$ cat config.mk
export PLATFORM = sky130hd
export DESIGN_NAME = dbg_regscan
export DESIGN_NICKNAME = d
export VERILOG_FILES = /design/src/rtl/dbg_regscan.sv
export SDC_FILE = /design/constraint.sdc
export NUM_CORES = 1
export LEC_CHECK = 0
export BUFFER_PORTS_ARGS = -buffer_cell sky130_fd_sc_hd__clkbuf_2
export CAP_MARGIN = 20
export CORE_UTILIZATION = 35
export DETAILED_ROUTE_END_ITERATION = 6
export GPL_ROUTABILITY_DRIVEN = 0
export GPL_TIMING_DRIVEN = 0
export PLACE_DENSITY = 0.53
export SLEW_MARGIN = 40
export SYNTH_ARGS = -nofsm -noshare
export SYNTH_HDL_FRONTEND = slang
export SYNTH_SLANG_ARGS = --single-unit
$ cat constraint.sdc
create_clock -name tck -period 3.8 [get_ports tck]
set_input_delay 0.57 -clock tck [delete_from_list [all_inputs] [get_ports tck]]
set_output_delay 0.57 -clock tck [all_outputs]
set_load 0.02 [all_outputs]
$ cat src/rtl/dbg_regscan.sv
module dbg_regscan #(
  parameter int ADDR_W   = 5,
  parameter int DATA_W   = 32,
  parameter int NUM_REGS = 32
) (
  input  logic tck,
  input  logic rst_n,
  input  logic tdi,
  input  logic capture_dr,
  input  logic shift_dr,
  input  logic update_dr,
  input  logic chain_sel,
  input  logic intest,
  output logic tdo
);
  localparam int FRAME_W  = 1 + ADDR_W + DATA_W;
  localparam int RW_POS   = FRAME_W - 1;
  localparam int ADDR_LSB = DATA_W;

  logic [FRAME_W-1:0]               sr;
  logic [NUM_REGS-1:0][DATA_W-1:0]  bank;
  logic                             active;
  logic                             frm_rw;
  logic [ADDR_W-1:0]                frm_addr;
  logic [DATA_W-1:0]                frm_data;
  logic [DATA_W-1:0]                rd_data;
  logic [DATA_W-1:0]                rd_cells;

  assign active   = chain_sel & intest;
  assign frm_rw   = sr[RW_POS];
  assign frm_addr = sr[ADDR_LSB +: ADDR_W];
  assign tdo      = sr[0];

  // data bit i sits DATA_W-1-i cells from tdo
  for (genvar b = 0; b < DATA_W; b++) begin : g_bitmap
    assign frm_data[b]            = sr[DATA_W-1-b];
    assign rd_cells[DATA_W-1-b]   = rd_data[b];
  end

  always_comb begin
    rd_data = '0;
    for (int i = 0; i < NUM_REGS; i++)
      if (frm_addr == ADDR_W'(i)) rd_data = bank[i];
  end

  always_ff @(posedge tck or negedge rst_n) begin
    if (!rst_n) begin
      bank <= '0;
    end else if (active && update_dr && frm_rw) begin
      for (int i = 0; i < NUM_REGS; i++)
        if (frm_addr == ADDR_W'(i)) bank[i] <= frm_data;
    end
  end

  always_ff @(posedge tck or negedge rst_n) begin
    if (!rst_n) begin
      sr <= '0;
    end else if (active) begin
      if (update_dr) begin
        if (!frm_rw) sr[DATA_W-1:0] <= rd_cells;
      end else if (shift_dr) begin
        sr <= {tdi, sr[FRAME_W-1:1]};
      end
    end
  end

  AST_SHIFT_STEP: assert property (@(posedge tck) disable iff (!rst_n)
    active && shift_dr && !update_dr |=> (tdo == $past(sr[1])) && (sr[RW_POS] == $past(tdi)));
  AST_CAPTURE_INERT: assert property (@(posedge tck) disable iff (!rst_n)
    active && capture_dr && !shift_dr && !update_dr |=> $stable(sr) && $stable(bank));
  AST_WRITE_KEEPS_FRAME: assert property (@(posedge tck) disable iff (!rst_n)
    active && update_dr && frm_rw |=> $stable(sr));
  AST_READ_KEEPS_HEADER: assert property (@(posedge tck) disable iff (!rst_n)
    active && update_dr && !frm_rw |=> $stable(sr[FRAME_W-1:DATA_W]) && $stable(bank));
  AST_UNMAPPED_ZERO: assert property (@(posedge tck) disable iff (!rst_n)
    active && update_dr && !frm_rw && (int'(frm_addr) >= NUM_REGS) |=> sr[DATA_W-1:0] == '0);
  AST_IDLE_HOLD: assert property (@(posedge tck) disable iff (!rst_n)
    !active |=> $stable(sr) && $stable(bank) && $stable(tdo));
endmodule

==> flow_metrics.env <==
export IMPL_status="finished, violations left"
export IMPL_violations="setup timing"
export IMPL_synth_async_reset_ratio_pct=100
export IMPL_ys_seq_area_share_pct=54.1
export IMPL_wl_per_cell_um=34.9
export IMPL_p_leak_nw=26.7
export IMPL_pwr_share_clk_pct=36.2
export IMPL_fin_crit_sh_pct=104
export IMPL_grt_pass1_wl_um=301000
export IMPL_finalSetupTns_ps=-598
export IMPL_wl_um=217000
export IMPL_hold_class="in -> reg"
export IMPL_ant_nets=0
export IMPL_clkSlewWorstSetupHoldPaths_ps=60
export IMPL_clk_path_buf_depth=3
export IMPL_syn_avg_cell_area_sq_um=12.1
export IMPL_synthDistinctLibCells=74
export IMPL_core_sq_um=139000
export IMPL_vias=38500
export IMPL_worstSkewPairLatency_ps=740
export IMPL_drive_above_1_share_pct=35.7
export IMPL_combPwrFrac_pct=26.8
export IMPL_grt_pass1_vias=37800
export IMPL_tightest_slew_ps=967
export IMPL_multi_input_area_sq_um=20900
export IMPL_grt_usage_pct=30.4
export IMPL_cp_max_fo=10
export IMPL_postSynthCellCount=4076
export IMPL_rsz0062_at_grt="false"
export IMPL_root_buffer="clkbuf_16"
export IMPL_port_buffers=7
export IMPL_die_x_um=377
export IMPL_cp_required_ps=4370
export IMPL_rows=137
export IMPL_nFillCells=13300
export IMPL_max_cap_violations=0
export IMPL_regArea_sq_um=26600
export IMPL_post_cts_buffers=0
export IMPL_final_nets=4245
export IMPL_reg2reg_slack_ps=-150
export IMPL_utilization_pct=40.5
export IMPL_die_area_sq_um=142000
export IMPL_swShare_pct=37.3
export IMPL_power_density_nw_per_um2=591
export IMPL_max_freq_ghz=0.253
export IMPL_yosys_warnings=0
export IMPL_htree_levels=3
export IMPL_vdd_drop_max_uv=428
export IMPL_drtIter0Drc=4770
export IMPL_drv_slew=0
export IMPL_p_int_mw=20.9
export IMPL_timing_hold_ws_ps=84.3
export IMPL_gr_total_overflow=0
export IMPL_ys_seq_elements=1062
export IMPL_die_height_um=377
export IMPL_grt_max_degree=68
export IMPL_setup_violations=10
export IMPL_p_seq_share_pct=37.0
export IMPL_viasPerCell=6.20
export IMPL_critPathLaunchType="register"
export IMPL_antenna_found_initial=14
export IMPL_top_level_ports=9
export IMPL_endpoint_kind="register"
export IMPL_worstSetupPathType="reg -> reg"
export IMPL_slew_headroom_pct=35.5
export IMPL_syn_to_final_growth_pct=14.9
export IMPL_skew_ps=30.8
export IMPL_syn_num_nets=4084
export IMPL_place_inst=5991
export IMPL_finalNonFillerCells=6213
export IMPL_cp_data_arrival_time_ps=4510
export IMPL_finalCriticalPeriod_ps=3950
export IMPL_initial_core_util_pct=35.2
export IMPL_hpwl_um=161000
export IMPL_cts_buffers=118
export IMPL_synth_ff_type="dfrtp_1"
export IMPL_first_pass_iters=6
export IMPL_syn_area_sq_um=49100
export IMPL_worst_slack_ps=-145
export IMPL_synth_edff_count=0
export IMPL_clock_sinks=1062
export IMPL_drc=0
export IMPL_cts_tree="done"
export IMPL_final_hold_viol_count=0
export IMPL_p_sw_mw=12.5
layer usage:
layer  global-route usage (%)  wire, um  vias to the layer above  share of wire, %
li1                         -         -                    15300                 -
met1                     39.5     86600                    20300                40
met2                     45.4     94300                     2263                43
met3                     7.89     21300                      584               9.8
met4                     18.1     14900                        4               6.8
met5                        0        23                        -             0.011
cell families after synthesis:
| family | Yosys count | share of synthesized area (%) |
|---|---|---|
| compound gates | 946 | 12.3 |
| xor+xnor | 1 | 0.0178 |
| buf+inv | 400 | 3.67 |
| flops | 1062 | 54.1 |
| mux | 1042 | 23.8 |
| simple gates | 625 | 6.12 |
timing repair:
action | 4_1_cts | 5_1_grt
hold endpoints to repair | 24 | 0
gates resized for setup | 11 | 5
hold buffers | 1 | 0
setup endpoints to repair | 21 | 65
registers in the layout (all words and copies together) (netlist names):
name	count
bank	1024
sr	38
synth_stat cells (7+ instances only):
cell type | number | area [sq um]
a2111oi_0 | 16 | 140
a211oi_1 | 17 | 128
a21o_1 | 19 | 143
a21oi_1 | 218 | 1090
a221o_1 | 11 | 110
a221oi_1 | 12 | 105
a222oi_1 | 24 | 240
a22o_1 | 11 | 96.3
a22oi_1 | 63 | 473
a2bb2oi_1 | 7 | 61.3
a31oi_1 | 18 | 113
and3_1 | 11 | 68.8
buf_1 | 11 | 41.3
buf_2 | 156 | 781
buf_4 | 14 | 105
buf_6 | 7 | 78.8
clkbuf_1 | 184 | 691
dfrtp_1 | 1062 | 26600
inv_1 | 26 | 97.6
mux2_2 | 1005 | 11300
mux2i_1 | 36 | 360
nand2_1 | 199 | 747
nand2b_1 | 19 | 119
nand3_1 | 43 | 215
nand3b_1 | 13 | 97.6
nand4_1 | 12 | 75.1
nor2_1 | 178 | 668
nor2b_1 | 24 | 150
nor3_1 | 41 | 205
nor3b_1 | 23 | 173
nor4_1 | 7 | 43.8
o211ai_1 | 23 | 173
o21a_1 | 9 | 67.6
o21ai_0 | 257 | 1290
o21ai_1 | 10 | 50.1
o221ai_1 | 53 | 464
o22a_1 | 14 | 123
o22ai_1 | 109 | 682
o2bb2ai_1 | 19 | 166
o31ai_1 | 9 | 67.6
or3_1 | 7 | 43.8
critical path, stage by stage, from the launching register on:
cell	delay, ps
dfrtp_1	470
buf_2	220
and3b_1	210
clkbuf_1	570
nand2_1	550
o221ai_1	520
or3_1	210
a311oi_1	90
nor4_1	770
o21ai_1	150
power groups by stage:
stage          logic (mW)  clock network, mW  registers [mW]
4_1_cts              8.53               12.1            12.3
5_1_grt              8.95               12.6            12.4
3_3_place_gp         8.22                  0            12.6
2_1_floorplan        3.81                  0            12.2
3_5_place_dp         8.49                  0            12.5
6_report             8.94               12.1            12.4
area by class of cell:
cell class,count,share of cell area (%)
Clock inverter,41,0.880
Sequential cell,1062,47.1
Clock buffer,173,6.28
Multi-Input combinational cell,2614,37.1
Buffer,372,3.17
Tap cell,1876,4.16
Timing Repair Buffer,41,1.16
Inverter,28,0.186
Antenna cell,6,0.0266
stage by stage:
stage          power (mW)  setup slack, ps  area, sq um
2_1_floorplan        16.0             1640        49100
3_3_place_gp         20.8           -25120        51500
5_1_grt              33.9             39.5        56400
6_report             33.4             -145        56400
3_5_place_dp         21.0             -236        52300
4_1_cts              33.0             10.7        56400
path summary, 6_finish.rpt:
path,end,from,depth (start not counted)
setup / recovery,sr[13],sr[36],9
hold / removal,sr[37],tdi,2
setup reg to reg,sr[13],sr[36],9
hold reg to reg,bank[406],bank[406],2
max in group asynchronous,bank[208],rst_n,8
min in group asynchronous,bank[851],rst_n,2
cells in the final DEF, fill, tap and decap left out, types with 13 or more instances in the layout:
cell | synthesis | layout
o221ai_1 | 53 | 53
buf_2 | 156 | 161
nand3_1 | 43 | 43
clkbuf_16 | 0 | 120
o211ai_1 | 23 | 23
nand2b_1 | 19 | 19
nand2_1 | 199 | 198
dfrtp_1 | 1062 | 1062
clkbuf_8 | 0 | 35
nand3b_1 | 13 | 13
nor2_2 | 3 | 14
nor3b_1 | 23 | 21
nor2b_1 | 24 | 22
a222oi_1 | 24 | 24
nor2_1 | 178 | 165
nor3_1 | 41 | 40
a211oi_1 | 17 | 16
a31oi_1 | 18 | 18
o21ai_0 | 257 | 252
o21ai_1 | 10 | 14
buf_16 | 0 | 17
clkinv_2 | 0 | 25
buf_4 | 14 | 22
inv_1 | 26 | 26
clkbuf_2 | 0 | 59
o22ai_1 | 109 | 109
o22a_1 | 14 | 14
mux2i_1 | 36 | 36
a21o_1 | 19 | 19
clkbuf_1 | 184 | 151
mux2_2 | 1005 | 1005
o2bb2ai_1 | 19 | 19
a21oi_1 | 218 | 214
a22oi_1 | 63 | 63
(Power assumes the default switching activity.)
